==> config.mk <==
export PLATFORM = sky130hd
export DESIGN_NAME = msi_issuer
export DESIGN_NICKNAME = d
export VERILOG_FILES = /design/src/rtl/msi_issuer.sv
export SDC_FILE = /design/constraint.sdc
export NUM_CORES = 1
export LEC_CHECK = 0
export ABC_AREA = 1
export CELL_PAD_IN_SITES_DETAIL_PLACEMENT = 0
export CELL_PAD_IN_SITES_GLOBAL_PLACEMENT = 1
export CORE_ASPECT_RATIO = 1.75
export CORE_MARGIN = 2
export CORE_UTILIZATION = 25
export DETAILED_ROUTE_END_ITERATION = 6
export PLACE_DENSITY_LB_ADDON = 0.1
export RECOVER_POWER = 50
export SYNTH_ARGS = -nofsm -noshare
export SYNTH_HDL_FRONTEND = slang
export SYNTH_SLANG_ARGS = --single-unit
==> constraint.sdc <==
create_clock -name clk -period 2.5 [get_ports clk]
set_input_delay 0.375 -clock clk [delete_from_list [all_inputs] [get_ports clk]]
set_output_delay 0.375 -clock clk [all_outputs]
set_load 0.02 [all_outputs]
==> src/rtl/msi_issuer.sv <==
module msi_issuer #(
  parameter int MAX_VEC = 32,
  parameter int RID_W   = 16
) (
  input  logic               clk,
  input  logic               rst_n,
  input  logic               req_valid,
  input  logic [((MAX_VEC>1)?$clog2(MAX_VEC):1)-1:0] req_vec,
  output logic               req_ready,
  output logic               err_o,
  input  logic               cfg_enable,
  input  logic               cfg_addr64,
  input  logic               cfg_mask_cap,
  input  logic [2:0]         cfg_log_vec,
  input  logic [31:0]        cfg_addr_lo,
  input  logic [31:0]        cfg_addr_hi,
  input  logic [15:0]        cfg_data,
  input  logic [MAX_VEC-1:0] cfg_mask,
  input  logic               cfg_wr,
  input  logic [RID_W-1:0]   rid,
  input  logic [MAX_VEC-1:0] pend_i,
  output logic [MAX_VEC-1:0] pend_set_o,
  output logic [MAX_VEC-1:0] pend_clr_o,
  output logic               wr_valid,
  output logic [63:0]        wr_addr,
  output logic [31:0]        wr_data,
  output logic [RID_W-1:0]   wr_rid,
  input  logic               wr_ack
);

  localparam int VW      = (MAX_VEC > 1) ? $clog2(MAX_VEC) : 1;
  localparam int CW      = VW + 1;
  localparam int LOG_MAX = $clog2(MAX_VEC);
  localparam logic [MAX_VEC-1:0] ONE = {{(MAX_VEC-1){1'b0}}, 1'b1};

  logic [2:0]         eff_log;
  logic [CW-1:0]      nvec;
  logic [MAX_VEC-1:0] in_range;
  logic               scanning;
  logic [VW-1:0]      scan_idx;

  assign eff_log = (cfg_log_vec > 3'(LOG_MAX)) ? 3'(LOG_MAX) : cfg_log_vec;
  assign nvec    = CW'(1) << eff_log;

  always_comb
    for (int i = 0; i < MAX_VEC; i++)
      in_range[i] = (CW'(i) < nvec);

  logic accept, req_ok, req_masked, req_set, req_fire;
  assign req_ready  = !wr_valid && !scanning;
  assign accept     = req_valid && req_ready;
  assign req_ok     = {1'b0, req_vec} < nvec;
  assign req_masked = cfg_mask_cap && cfg_mask[req_vec];
  assign err_o      = accept && cfg_enable && !req_ok;
  assign req_set    = accept && cfg_enable && req_ok && req_masked;
  assign req_fire   = accept && cfg_enable && req_ok && !req_masked;

  logic scan_go, scan_hit, scan_last, replay_trig;
  assign scan_go     = scanning && !wr_valid;
  assign scan_hit    = scan_go && pend_i[scan_idx] && !cfg_mask[scan_idx];
  assign scan_last   = ({1'b0, scan_idx} >= nvec - CW'(1));
  assign replay_trig = cfg_wr && cfg_enable && cfg_mask_cap;

  assign pend_set_o = req_set ? (ONE << req_vec) : '0;
  assign pend_clr_o = (replay_trig ? ~in_range : '0) |
                      (scan_hit ? (ONE << scan_idx) : '0);

  logic          issue;
  logic [VW-1:0] issue_vec;
  logic [15:0]   vmask;
  assign issue     = req_fire || scan_hit;
  assign issue_vec = scan_hit ? scan_idx : req_vec;
  assign vmask     = 16'(nvec - CW'(1));

  always_ff @(posedge clk) begin
    if (!rst_n) begin
      wr_valid <= 1'b0;
      wr_addr  <= '0;
      wr_data  <= '0;
      wr_rid   <= '0;
      scanning <= 1'b0;
      scan_idx <= '0;
    end else begin
      if (wr_valid && wr_ack) wr_valid <= 1'b0;
      if (issue) begin
        wr_valid <= 1'b1;
        wr_addr  <= {cfg_addr64 ? cfg_addr_hi : 32'h0, cfg_addr_lo[31:2], 2'b00};
        wr_data  <= {16'h0, (cfg_data & ~vmask) | (16'(issue_vec) & vmask)};
        wr_rid   <= rid;
      end
      if (!cfg_enable || !cfg_mask_cap) scanning <= 1'b0;
      else if (scan_go) begin
        scan_idx <= scan_idx + VW'(1);
        if (scan_last) scanning <= 1'b0;
      end
      if (replay_trig) begin
        scanning <= 1'b1;
        scan_idx <= '0;
      end
    end
  end

  AST_HOLD_UNTIL_ACK: assert property (@(posedge clk) disable iff (!rst_n)
    wr_valid && !wr_ack |=> wr_valid && $stable(wr_addr) && $stable(wr_data));
  AST_BUSY_NOT_READY: assert property (@(posedge clk) disable iff (!rst_n)
    wr_valid |-> !req_ready);
  AST_SET_NEEDS_MASK: assert property (@(posedge clk) disable iff (!rst_n)
    (|pend_set_o) |-> (cfg_mask_cap && cfg_enable));
  AST_SET_ONEHOT: assert property (@(posedge clk) disable iff (!rst_n)
    $onehot0(pend_set_o));
  AST_ERR_DROPS: assert property (@(posedge clk) disable iff (!rst_n)
    err_o |=> !wr_valid);
  AST_DISABLED_QUIET: assert property (@(posedge clk) disable iff (!rst_n)
    !cfg_enable && !wr_valid |=> !wr_valid);

endmodule

==> metrics.yaml <==
outcome: "finished, violations left"
violations: "setup timing"
cts_tree: "done"
grt_pass1_vias: 7857
clk_pin_slew_ns: 0.08
dp_hpwl_um: 21400
synth.top_cell.area_share_pct: 33.6
worst_pin_slew_ns: 0.616
drt_pre_antenna_iters: 4
async_flop_share_pct: 0
arrival_ns: 2.32
synth_cell_type_count: 35
die_area_sq_mm: 0.0254
fin_ws_ns: -0.197
area_growth_pct: 111
dpl_cell_area_sq_mm: 0.0105
slew_viol_final: 0
track_usage_pct: 21.5
rows: 75
hold_viol: 0
placed_cells_incl_taps: 1661
cts_buffers: 9
min_delay_path_depth: 3
cp_cell_sequence: "clkbuf_16 > buf_4 > nand2_1 > nand3_1 > nand3_1 > nand2_1 > nand2_2 > nand3_4 > nand4_4 > buf_12 > o31ai_4 > buf_6"
p_per_area_mw_per_mm2: 391
clockBufferDepth: 2
wl_um: 30200
switching_power_mw: 1.56
die_y_um: 209
postRouteAntennaNets: 0
clock-sinks: 101
fin_area_sq_mm: 0.0127
combPwrFrac_pct: 33.0
intPower_mw: 3.41
nNetsFinal: 1623
worstSetupStartpoint: "scan_idx[0]"
r2r_start: "scan_idx[0]"
die_w_um: 121
ys_top_cells_by_area: "dfxtp_1 34%, nor2_1 13%, nand2_1 9.3%"
io_pins: 355
drc: 0
cp_max_fo: 9
post-route-util_pct: 53.4
clock_skew_ns: 0.0114
critical_path_class: "reg -> out"
drt-initial-drc-count: 320
cpLargestDelayFamily: "buffers and inverters"
ctsHtreeMaxLevel: 3
max_freq_mhz: 371
yosysMostFrequentCell: "nor2_1"
cts-root-buf: "clkbuf_16"
hp-class: "in -> reg"
syn_avg_cell_area_sq_um: 6.37
synth_warnings: 0
cap_violations: 0
clkPwrFrac_pct: 31.0
p_leak_nw: 5.80
place_congestion: 0.831
port_buffers: 334
end_kind: "primary output"
ys.flop_type: "dfxtp_1"
fin_crit_sh_pct: 108
r2r-end: "wr_rid[5]"
min-delay-start: "rst_n"
reg2reg_depth: 17
finalPower_mw: 4.97
crit_path_top_delay_cell: "dfxtp_4"
critPathBufInv: 4
synth_edf_count: 0
fin_crit_ns: 2.70
power_frac_seq_pct: 36.0
max_stage_delay_ns: 0.45
via_count: 7970
peakVddDrop_mv: 0.305
synth_common_cells: "216 x nor2_1, 149 x nand2_1, 101 x dfxtp_1"
setup_violations: 69
rrSetupSlack_ns: -0.01
synth.largest_area_cell: "dfxtp_1"
postCtsHoldBufs: 0
rsz0062_at_grt: "true"
ys_ff_latch: 101
viasPerCell: 4.57
coreArea_sq_mm: 0.0238
synth-seq-area-share_pct: 33.6
startpoint_type: "register"
wl_per_cell_um: 17.3
netlist_area_sq_mm: 0.00602
place_ws_ns: -1.17
syn_inst: 946
antenna_found_initial: 2
grt_max_degree: 49
grt_pass1_wl_um: 42300
grt-ovfl-total: 0
slew_headroom_pct: 58.7
final_cell_count_no_fill: 1744
hold_end: "wr_data[4]"
drive_gt1_share_pct: 30.3
worstSkewPairLatency_ns: 0.36
required_ns: 2.12
start_util_pct: 25.3
swShare_pct: 31.4
-- cell usage in the layout, fill, tap and decap left out, types with 15 or more instances in the layout --
cell | netlist | final
clkdlybuf4s50_1 | 0 | 203
nand2_1 | 149 | 128
clkbuf_16 | 0 | 25
nor2_1 | 216 | 177
nand3_1 | 87 | 76
buf_4 | 24 | 144
dfxtp_1 | 101 | 98
dlygate4sd3_1 | 0 | 47
o21ai_1 | 52 | 75
nand2_2 | 2 | 16
ha_1 | 18 | 15
a22oi_1 | 17 | 17
o21ai_2 | 0 | 16
conb_1 | 1 | 18
o21ai_0 | 62 | 18
buf_6 | 3 | 66
nor2_4 | 1 | 39
inv_1 | 89 | 80
-- power by group through the flow --
stage / clock, mW / sequential (mW) / combinational (mW)
after detailed placement: 0 / 1.83 / 1.40
final: 1.54 / 1.79 / 1.64
after floorplan: 0 / 1.97 / 0.473
after global routing: 1.64 / 1.81 / 1.77
after global placement: 0 / 1.82 / 1.40
after CTS: 1.58 / 1.79 / 1.48
-- sequential cells by signal, summed over array words and instances (netlist names) --
signal and flops:
wr_rid 16, scan_idx 5, scanning 1, wr_addr 62, wr_data 16, wr_valid 1
-- timing repair --
item | in CTS | in global routing
cloned | 6 | 25
endpoints found under the setup margin | 161 | 160
resized for setup | 551 | 171
pin swaps | 35 | 29
buffers inserted | 26 | 8
-- metrics by stage --
stage                     hold slack [ns]  TNS [ns]
final                               0.356     -3.94
after CTS                           0.349     -7.53
after floorplan                     0.470    -0.524
after global routing                0.376    -20.03
after detailed placement            0.481    -98.85
after global placement              0.476    -95.15
-- final cells by class --
type,count,area (sq um)
clock inverters,5,65.1
fillers,2331,11100
clock buffers,11,253
repair buffers,519,5350
inverters,100,410
flip-flops and latches,101,2030
diodes,2,5.00
multi-input cells,698,4220
well taps,308,385
-- per-layer routing --
| metal | share of wire [%] | global-route usage [%] | vias up | routed length, um |
|---|---|---|---|---|
| met4 | 2.7 | 8.48 | 0 | 805 |
| met1 | 34 | 21.3 | 3662 | 10400 |
| met2 | 58 | 43.1 | 252 | 17700 |
| met5 | 0 | 0 | - | 0 |
| li1 | - | - | 4021 | - |
| met3 | 4.7 | 3.42 | 35 | 1410 |
-- logic make-up (layout without fill, tap and decap cells) --
family          after synthesis  count (layout)  synth area share (%)
buf+inv                     170             635                  12.8
flops                       101             101                  33.6
simple gates                481             487                  33.5
fa+ha+maj                    18              18                  3.74
other cells                   1              20                0.0623
compound gates              175             175                  16.3
-- tightest hold or removal path: stages --
cell and delay, ns:
buf_2 0.17, nand2_1 0.09, a21oi_1 0.03
-- worst max-delay path by stage --
stage                                 to  slack (ns)  cells after the start
after detailed placement  pend_set_o[31]       -1.17                     15
after CTS                 pend_clr_o[30]       -0.17                     13
final                     pend_clr_o[21]       -0.20                     12
after global routing      pend_clr_o[21]       -0.28                     13
after global placement    pend_set_o[22]       -1.12                     15
after floorplan           pend_set_o[10]       -0.03                     14
Power figures use the tool's default switching activity.
